[src/rtl/pu_pkg.sv]
package pu_pkg;
  typedef enum logic [3:0] {
    FN_AND   = 4'd0,
    FN_OR    = 4'd1,
    FN_XOR   = 4'd2,
    FN_NOT   = 4'd3,
    FN_ADD   = 4'd4,
    FN_SUB   = 4'd5,
    FN_SHA   = 4'd6,
    FN_SHL   = 4'd7,
    FN_LT    = 4'd8,
    FN_LE    = 4'd9,
    FN_EQ    = 4'd10,
    FN_LTU   = 4'd11,
    FN_LEU   = 4'd12,
    FN_MOV   = 4'd13,
    FN_MOVHI = 4'd14,
    FN_RSVD  = 4'd15
  } alu_fn_e;
endpackage

[src/rtl/pu_regbank.sv]
module pu_regbank #(
  parameter int DATA_W = 16,
  parameter int NREG   = 8
) (
  input  logic                    clk,
  input  logic                    rst_n,
  input  logic [$clog2(NREG)-1:0] sel_a,
  input  logic [$clog2(NREG)-1:0] sel_b,
  input  logic [$clog2(NREG)-1:0] sel_w,
  input  logic                    we,
  input  logic [DATA_W-1:0]       wdata,
  output logic [DATA_W-1:0]       rd_a,
  output logic [DATA_W-1:0]       rd_b
);
  logic [DATA_W-1:0] regs [NREG];
  logic [NREG-1:0]   hit;

  // one decoded write enable per register
  for (genvar g = 0; g < NREG; g++) begin : g_dec
    assign hit[g] = we && (sel_w == g[$clog2(NREG)-1:0]);
  end

  always_ff @(posedge clk or negedge rst_n) begin
    if (!rst_n) begin
      for (int i = 0; i < NREG; i++) regs[i] <= '0;
    end else begin
      for (int i = 0; i < NREG; i++)
        if (hit[i]) regs[i] <= wdata;
    end
  end

  assign rd_a = regs[sel_a];
  assign rd_b = regs[sel_b];
endmodule

[src/rtl/pu_shifter.sv]
module pu_shifter #(
  parameter int DATA_W = 16,
  parameter int SH_W   = $clog2(DATA_W) + 1
) (
  input  logic [DATA_W-1:0] a,
  input  logic [SH_W-1:0]   amt,
  output logic [DATA_W-1:0] sha_res,
  output logic [DATA_W-1:0] shl_res
);
  logic              neg;
  logic [SH_W-1:0]   mag;
  logic [DATA_W-1:0] left_v;
  logic [DATA_W-1:0] right_l;
  logic [DATA_W-1:0] right_a;

  assign neg     = amt[SH_W-1];
  assign mag     = neg ? ((~amt) + SH_W'(1)) : amt;
  assign left_v  = a << mag;
  assign right_l = a >> mag;
  assign right_a = $signed(a) >>> mag;

  assign sha_res = neg ? right_a : left_v;
  assign shl_res = neg ? right_l : left_v;
endmodule

[src/rtl/pu_alu.sv]
module pu_alu
  import pu_pkg::*;
#(
  parameter int DATA_W = 16
) (
  input  logic [DATA_W-1:0] a,
  input  logic [DATA_W-1:0] b,
  input  logic [3:0]        fn,
  output logic [DATA_W-1:0] res,
  output logic              zero
);
  localparam int SH_W = $clog2(DATA_W) + 1;
  localparam int HALF = DATA_W / 2;

  logic [DATA_W-1:0] sha_v, shl_v;
  logic              lt_s, lt_u, eq_v;
  alu_fn_e           op;

  assign op = alu_fn_e'(fn);

  pu_shifter #(.DATA_W(DATA_W), .SH_W(SH_W)) u_shift (
    .a       (a),
    .amt     (b[SH_W-1:0]),
    .sha_res (sha_v),
    .shl_res (shl_v)
  );

  assign lt_s = $signed(a) < $signed(b);
  assign lt_u = a < b;
  assign eq_v = a == b;

  always_comb begin
    res = '0;
    unique case (op)
      FN_AND:   res = a & b;
      FN_OR:    res = a | b;
      FN_XOR:   res = a ^ b;
      FN_NOT:   res = ~a;
      FN_ADD:   res = a + b;
      FN_SUB:   res = a - b;
      FN_SHA:   res = sha_v;
      FN_SHL:   res = shl_v;
      FN_LT:    res = DATA_W'(lt_s);
      FN_LE:    res = DATA_W'(lt_s | eq_v);
      FN_EQ:    res = DATA_W'(eq_v);
      FN_LTU:   res = DATA_W'(lt_u);
      FN_LEU:   res = DATA_W'(lt_u | eq_v);
      FN_MOV:   res = b;
      FN_MOVHI: res = {b[HALF-1:0], a[HALF-1:0]};
      FN_RSVD:  res = '0;
    endcase
  end

  assign zero = ~|res;
endmodule

[src/rtl/pu_outport.sv]
module pu_outport #(
  parameter int DATA_W = 16,
  parameter int IOA_W  = 8
) (
  input  logic              clk,
  input  logic              rst_n,
  input  logic              fire,
  input  logic [DATA_W-1:0] data_i,
  input  logic [IOA_W-1:0]  addr_i,
  output logic              wr_o,
  output logic [DATA_W-1:0] data_o,
  output logic [IOA_W-1:0]  addr_o
);
  always_ff @(posedge clk or negedge rst_n) begin
    if (!rst_n) begin
      wr_o   <= 1'b0;
      data_o <= '0;
      addr_o <= '0;
    end else begin
      wr_o <= fire;
      if (fire) begin
        data_o <= data_i;
        addr_o <= addr_i;
      end
    end
  end
endmodule

[src/rtl/pu_datapath.sv]
module pu_datapath #(
  parameter int DATA_W = 16,
  parameter int NREG   = 8,
  parameter int IOA_W  = 8
) (
  input  logic                    clk,
  input  logic                    rst_n,
  input  logic [$clog2(NREG)-1:0] sel_a,
  input  logic [$clog2(NREG)-1:0] sel_b,
  input  logic [$clog2(NREG)-1:0] sel_d,
  input  logic                    use_imm,
  input  logic [DATA_W-1:0]       imm,
  input  logic [3:0]              alu_fn,
  input  logic                    wr_en,
  input  logic                    in_en,
  input  logic                    out_en,
  input  logic [IOA_W-1:0]        io_addr,
  input  logic [DATA_W-1:0]       in_data,
  output logic                    zero_flag,
  output logic                    in_rd,
  output logic                    out_wr,
  output logic [DATA_W-1:0]       out_data,
  output logic [IOA_W-1:0]        out_addr
);
  logic [DATA_W-1:0] a_bus, rb_bus, b_bus, alu_res, wr_data;
  logic              wr_go;

  assign b_bus   = use_imm ? imm : rb_bus;
  assign in_rd   = in_en & ~out_en;
  assign wr_data = in_rd ? in_data : alu_res;
  assign wr_go   = wr_en & ~out_en;

  pu_regbank #(.DATA_W(DATA_W), .NREG(NREG)) u_rf (
    .clk   (clk),
    .rst_n (rst_n),
    .sel_a (sel_a),
    .sel_b (sel_b),
    .sel_w (sel_d),
    .we    (wr_go),
    .wdata (wr_data),
    .rd_a  (a_bus),
    .rd_b  (rb_bus)
  );

  pu_alu #(.DATA_W(DATA_W)) u_alu (
    .a    (a_bus),
    .b    (b_bus),
    .fn   (alu_fn),
    .res  (alu_res),
    .zero (zero_flag)
  );

  pu_outport #(.DATA_W(DATA_W), .IOA_W(IOA_W)) u_out (
    .clk    (clk),
    .rst_n  (rst_n),
    .fire   (out_en),
    .data_i (a_bus),
    .addr_i (io_addr),
    .wr_o   (out_wr),
    .data_o (out_data),
    .addr_o (out_addr)
  );
endmodule

[config.mk]
export PLATFORM = sky130hd
export DESIGN_NAME = pu_datapath
export DESIGN_NICKNAME = d
export VERILOG_FILES = /design/src/rtl/pu_pkg.sv /design/src/rtl/pu_regbank.sv /design/src/rtl/pu_shifter.sv /design/src/rtl/pu_alu.sv /design/src/rtl/pu_outport.sv /design/src/rtl/pu_datapath.sv
export SDC_FILE = /design/constraint.sdc
export NUM_CORES = 1
export LEC_CHECK = 0
export BUFFER_PORTS_ARGS = -buffer_cell sky130_fd_sc_hd__buf_2
export CAP_MARGIN = 20
export CORE_ASPECT_RATIO = 1.4
export CORE_MARGIN = 10
export CORE_UTILIZATION = 43
export DETAILED_ROUTE_END_ITERATION = 10
export GPL_TIMING_DRIVEN = 0
export HOLD_SLACK_MARGIN = 0.15
export PLACE_DENSITY_LB_ADDON = 0.08
export SYNTH_ARGS = -nofsm -noshare
export SYNTH_HDL_FRONTEND = slang
export SYNTH_SLANG_ARGS = --single-unit
export TNS_END_PERCENT = 1
[constraint.sdc]
create_clock -name clk -period 10.2 [get_ports clk]
set_input_delay 2.55 -clock clk [delete_from_list [all_inputs] [get_ports clk]]
set_output_delay 2.55 -clock clk [all_outputs]
set_load 0.05 [all_outputs]
# Word-level counts from Yosys, hierarchy flattened
# Cells that the tools add are included.
# word_totals
input_bits	59
mem_bits_rw	0
memories	0
rom_bits	0
latch_bits	0
wordCells	80
ff_bits	153
# classes
addsub	3
div_mod_pow	0
eq_ne	23
n_shift	3
n_mux	12
mul	0
magnitude_cmp	4
bitwise	12
n_reduce_logical	12
# ops
cell	n
$pmux W16 S16	1
$mux W16	8
$bmux W16 S3	2
$eq A4 B4 Y1 const B	8
$lt A16 B16 Y1	2
$add A16 B16 Y16	1
$and A16 B16 Y16	1
$eq A16 B16 Y1	1
$eq A4 B3 Y1 const B	4
$not A16 Y16	1
$or A16 B16 Y16	1
$reduce_or A16 Y1	1
$shl A16 B5 Y16	1
$shr A16 B5 Y16	1
$sshr A16 B5 Y16	1
$sub A16 B16 Y16	1
$xor A16 B16 Y16	1
$eq A3 B3 Y1 const B	4
$eq A4 B2 Y1 const B	2
$ge A4 B4 Y1 const B	2
$logic_and A1 B1 Y1	8
$not A3 Y4	2
$eq A3 B2 Y1 const B	2
$add A5 B1 Y5 const B	1
10 further kinds	12

# Depth between registers and ports, before layout
# logic_depth
word_depth	13
ltp_mapped	23
depth_no_buf	18

# Hierarchy
# A second synthesis with hierarchy kept.
# unflattened
hier_cells	1293
area_unflattened_um2	13838.3
# modules_own_cells
module	cells_per_inst	instances	area_each_um2	seq_area_each_um2
pu_regbank	393	1	7000.5	3203.1
pu_alu	529	1	3508.4	0.0
pu_shifter	280	1	1844.3	0.0
pu_outport	52	1	1022.2	625.6
pu_datapath	39	1	462.9	0.0

# Worst setup path before layout
# Ideal clock, no wire load.
# synth_timing
path_kind	input to output
start	input port sel_b[0]
end	output port zero_flag
n_path_buf	6
setup_slack_ns	0.151
stages	22
arrival_time_ns	7.499
cell_sequence	buf_6 > buf_12 > buf_8 > buf_2 > buf_2 > mux4_2 > mux2i_1 > nor2_1 > a21oi_1 > ha_1 > clkbuf_1 > nor3b_1 > a221o_1 > o31a_1 > a221o_1 > a21oi_1 > o21bai_1 > a221oi_1 > mux2i_1 > o2111a_1 > nor2_1 > and4b_1
# synth_between
elab_chain_len	13
# synth_rtl
element	line_no	source
start: declaration	pu_datapath.sv:9	input logic [$clog2(NREG)-1:0] sel_b,
$not A3 Y4 (not written as such) (*)	pu_regbank.sv:33	assign rd_b = regs[sel_b];
$bmux W16 S3 (*)	pu_regbank.sv:33	
$mux W16 (not written as such) (*) (2 in a row)	pu_regbank.sv:33	
$mux W16 (*)	pu_datapath.sv:28	assign b_bus = use_imm ? imm : rb_bus;
$not A5 Y5	pu_shifter.sv:17	assign mag = neg ? ((~amt) + SH_W'(1)) : amt;
$add A5 B1 Y5	pu_shifter.sv:17	
$mux W5	pu_shifter.sv:17	
$shl A16 B5 Y16, or another cell as far along	pu_shifter.sv:18	assign left_v = a << mag;
$mux W16 (on tied branches)	pu_shifter.sv:23, pu_shifter.sv:22	
$pmux W16 S16 (*)	pu_alu.sv:34	unique case (op)
$reduce_or A16 Y1 (*)	pu_alu.sv:54	assign zero = ~|res;
$logic_not A1 Y1 (*)	pu_alu.sv:54	
end: declaration	pu_datapath.sv:19	output logic zero_flag,
# Mark *: on every way between the ends. The rest lies on a longest branch, timed or not. The select of a mux whose other input is x is not followed.

# Final worst setup path
# layout_timing
start	input port sel_b[2]
end	output port zero_flag
# The elaborated chain is that of the path after synthesis.

==> flow_summary.toml <==
[global_routing]
grt_max_degree = 91
gr-total-overflow = 0
antenna_found_initial = 0
grt_pass1_wl_um = 76830
grt_usage_pct = 27.57
grt_pass1_vias = 12090

[place]
place_inst = 1824
place.gp.congestion = 1.016
portBuffers = 74
place_area_um2 = 13680
dp_hpwl_um = 39830

[clock_tree]
clock_latency_ns = 0.44
clk_pin_slew_ns = 0.06
clock_sink_count = 153
h-tree-depth = 4
cts_tree = "yes"
cts_made_buffers = 17
clk_path_buf_depth = 2
root_buffer = "clkbuf_16"

[yosys]
synth-main-ff-cell = "dfrtp_1"
synth-compound-area-share_pct = 20.79
ys_top_cells_by_area = "dfrtp_1 30%, mux4_2 9.7%, mux2i_1 8.0%"
synthAdderAreaFrac_pct = 5.613
yosys.area_share.simple_pct = 12.18
synth_top_family_by_area = "multiplexers"
syn-instance-count = 1364
synth_top_area_share_pct = 30.03
yosysSeqAreaShare_pct = 30.03
synth.distinct_cells = 84
synth_edf_count = 0
syn_avg_cell_area_um2 = 9.347
syn_nets = 1479
synth_commonest_cells = "153 x dfrtp_1, 131 x nor2_1, 119 x nand2_1"
synth_mux_area_share_pct = 25.04
async_reset_ff_share_pct = 100.0
ys_seq_elements = 153
yosysTopAreaCell = "dfrtp_1"
yosys_warnings = 0
syn_area_um2 = 12750
synth_most_common_cell = "dfrtp_1"
synthXorXnorAreaFrac_pct = 0.6084

[timing]
hold_slack_ns = 0.4994
setup_violations = 0
max_freq_mhz = 98.73
period_minus_slack_ns = 10.13
report.final.slew_viol_count = 0
skew_ns = 0.008923
hold_viol_final = 0
worstMarginPinSlew_ns = 0.9539
post-route-period-util_pct = 99.30
finalSetupTns_ns = 0
slew_headroom_pct = 36.06

[run]
cap_viol_max_count = 0

[power_and_ir_drop]
p_leak_nw = 6.465
ir_worst_vdd_mv = 0.1806
p_per_area_nw_per_um2 = 259.6
power.total_mw = 3.834

[min_path]
hp-class = "register to register"
min_from = "u_out.addr_o[6]$_DFFE_PN0P_"
min_delay_path_depth = 1
min_to = "u_out.addr_o[6]$_DFFE_PN0P_"

[floorplan]
io_pins = 86
core_um2 = 29260
rows = 74
die-area_um2 = 37040
die_w_um = 165.5
die_h_um = 223.7
start_util_pct = 43.58

[critical_path]
rr_startpoint = "u_rf.regs[84]$_DFFE_PN0P_"
worstPathArrival_ns = 7.58
crit_buf_inv = 4
cp-end-kind = "primary output"
ff2ff_path_depth = 17
crit_path_max_incr_delay_ns = 0.39
regToRegSetupSlack_ns = 4.88
crit_required_ns = 7.65
path_common_cell = "a221o_1"
slowest_stage = "ha_1"
path_max_fanout = 11
start_kind = "input port"
r2r_end = "u_rf.regs[94]$_DFFE_PN0P_"
path_cells = "buf_2 > and2b_1 > a22o_1 > o31ai_4 > clkbuf_8 > clkbuf_4 > ha_1 > a21o_1 > a221o_1 > o31a_1 > a221o_1 > a21oi_1 > o21bai_1 > a221oi_2 > mux2i_1 > o2111a_1 > nor2_1 > and4b_1 > buf_4"
path_class = "input port to primary output"
cp_top_family = "compound AO/OA/AOI/OAI gates"

[finish]
fin_nets = 1591
syn2layout_area_growth_pct = 15.84
fin_area_um2 = 14770
drive_gt1_share_pct = 24.92
fin_cells = 1869
diodes = 0

[routing]
first_pass_iters = 8
totalWireLength_um = 51910
antenna_left = 0
routed-via-count = 12050
drc = 0
wl_per_cell_um = 27.77
first_iter_violations = 892
viasPerCell = 6.447

[status]
outcome = "complete, no violations"
-- cells by family (layout without fill, tap and decap cells) --
kind of cell,Yosys count,after routing
muxes,239,239
DFF,153,153
adders and majority gates,56,56
xor gates and xnor gates,8,8
and+or+nand+nor,352,352
buffers and inverters,159,284
AOI/OAI and AO/OA,397,397
-- per-stage QoR --
| stage | setup slack (ns) | util, % |
|---|---|---|
| after CTS | 0.01053 | 49.79 |
| after global routing | -0.01512 | 50.48 |
| after detailed placement | -1.207 | 46.75 |
| final | 0.07100 | 50.48 |
| after global placement | -1.204 | 46.47 |
| after floorplan | 0.1512 | - |
-- worst max-delay path by stage --
| stage | from | end | slack (ns) | cells after the start |
|---|---|---|---|---|
| after floorplan | sel_b[0] | zero_flag | 0.15 | 22 |
| after global placement | sel_b[1] | zero_flag | -1.20 | 21 |
| after detailed placement | sel_b[1] | zero_flag | -1.21 | 21 |
| after CTS | sel_b[0] | zero_flag | 0.01 | 22 |
| after global routing | sel_b[2] | zero_flag | -0.02 | 19 |
| final | sel_b[2] | zero_flag | 0.07 | 19 |
-- flip-flops by register name, indices dropped and copies added, names as in the netlist --
name          count
u_out.addr_o      8
u_out.wr_o        1
u_out.data_o     16
u_rf.regs       128
-- cells in the final DEF (no fill, tap or decap), types with 11 or more instances in the layout --
cell	Yosys	routed
dfrtp_1	153	153
nor2_1	131	131
nand2_1	119	119
a21oi_1	113	110
mux2i_1	102	101
buf_2	15	83
mux2_2	79	79
o21ai_0	71	69
mux4_2	55	55
ha_1	54	51
inv_1	49	49
clkbuf_1	65	48
buf_4	8	32
o22ai_1	31	31
nor3_1	22	20
nand3_1	20	20
clkbuf_16	0	17
a221oi_1	22	16
o221ai_1	13	12
a21oi_2	13	11
o211ai_1	11	11
-- report_power, final --
group | leakage, nW | total (mW) | switching [mW] | internal (mW)
logic | 4.29 | 2.16 | 1.32 | 0.845
clock network | 0.305 | 0.695 | 0.257 | 0.438
registers | 1.87 | 0.978 | 0.156 | 0.822
total | 6.46 | 3.83 | 1.73 | 2.11
-- final cells by class --
| type | count | area [µm²] |
|---|---|---|
| fill | 2863 | 14490 |
| multi-input combinational | 1052 | 8437 |
| sequential | 153 | 3829 |
| timing repair buffer | 100 | 601.8 |
| buffer | 98 | 568.0 |
| tap | 380 | 475.5 |
| clock buffer | 19 | 442.9 |
| inverter | 54 | 215.2 |
| clock inverter | 13 | 200.2 |
-- per-layer routing --
| layer | wire length [µm] | track usage [%] | part of all wire, % | up-vias |
|---|---|---|---|---|
| met5 | 0 | 0 | 0 | - |
| met4 | 3321 | 16.32 | 6.4 | 0 |
| met3 | 3020 | 3.543 | 5.8 | 178 |
| met2 | 25980 | 46.35 | 50 | 559 |
| met1 | 19590 | 32.75 | 38 | 5997 |
| li1 | - | - | - | 5315 |
-- what timing repair did --
action / 4_1_cts / 5_1_grt
setup buffers: 2 / 17
hold buffers: 0 / 0
setup endpoints to repair: 1 / 1
pin swaps: 3 / 8
gates resized for setup: 56 / 28
No activity file was read; power rests on OpenSTA's default activity.
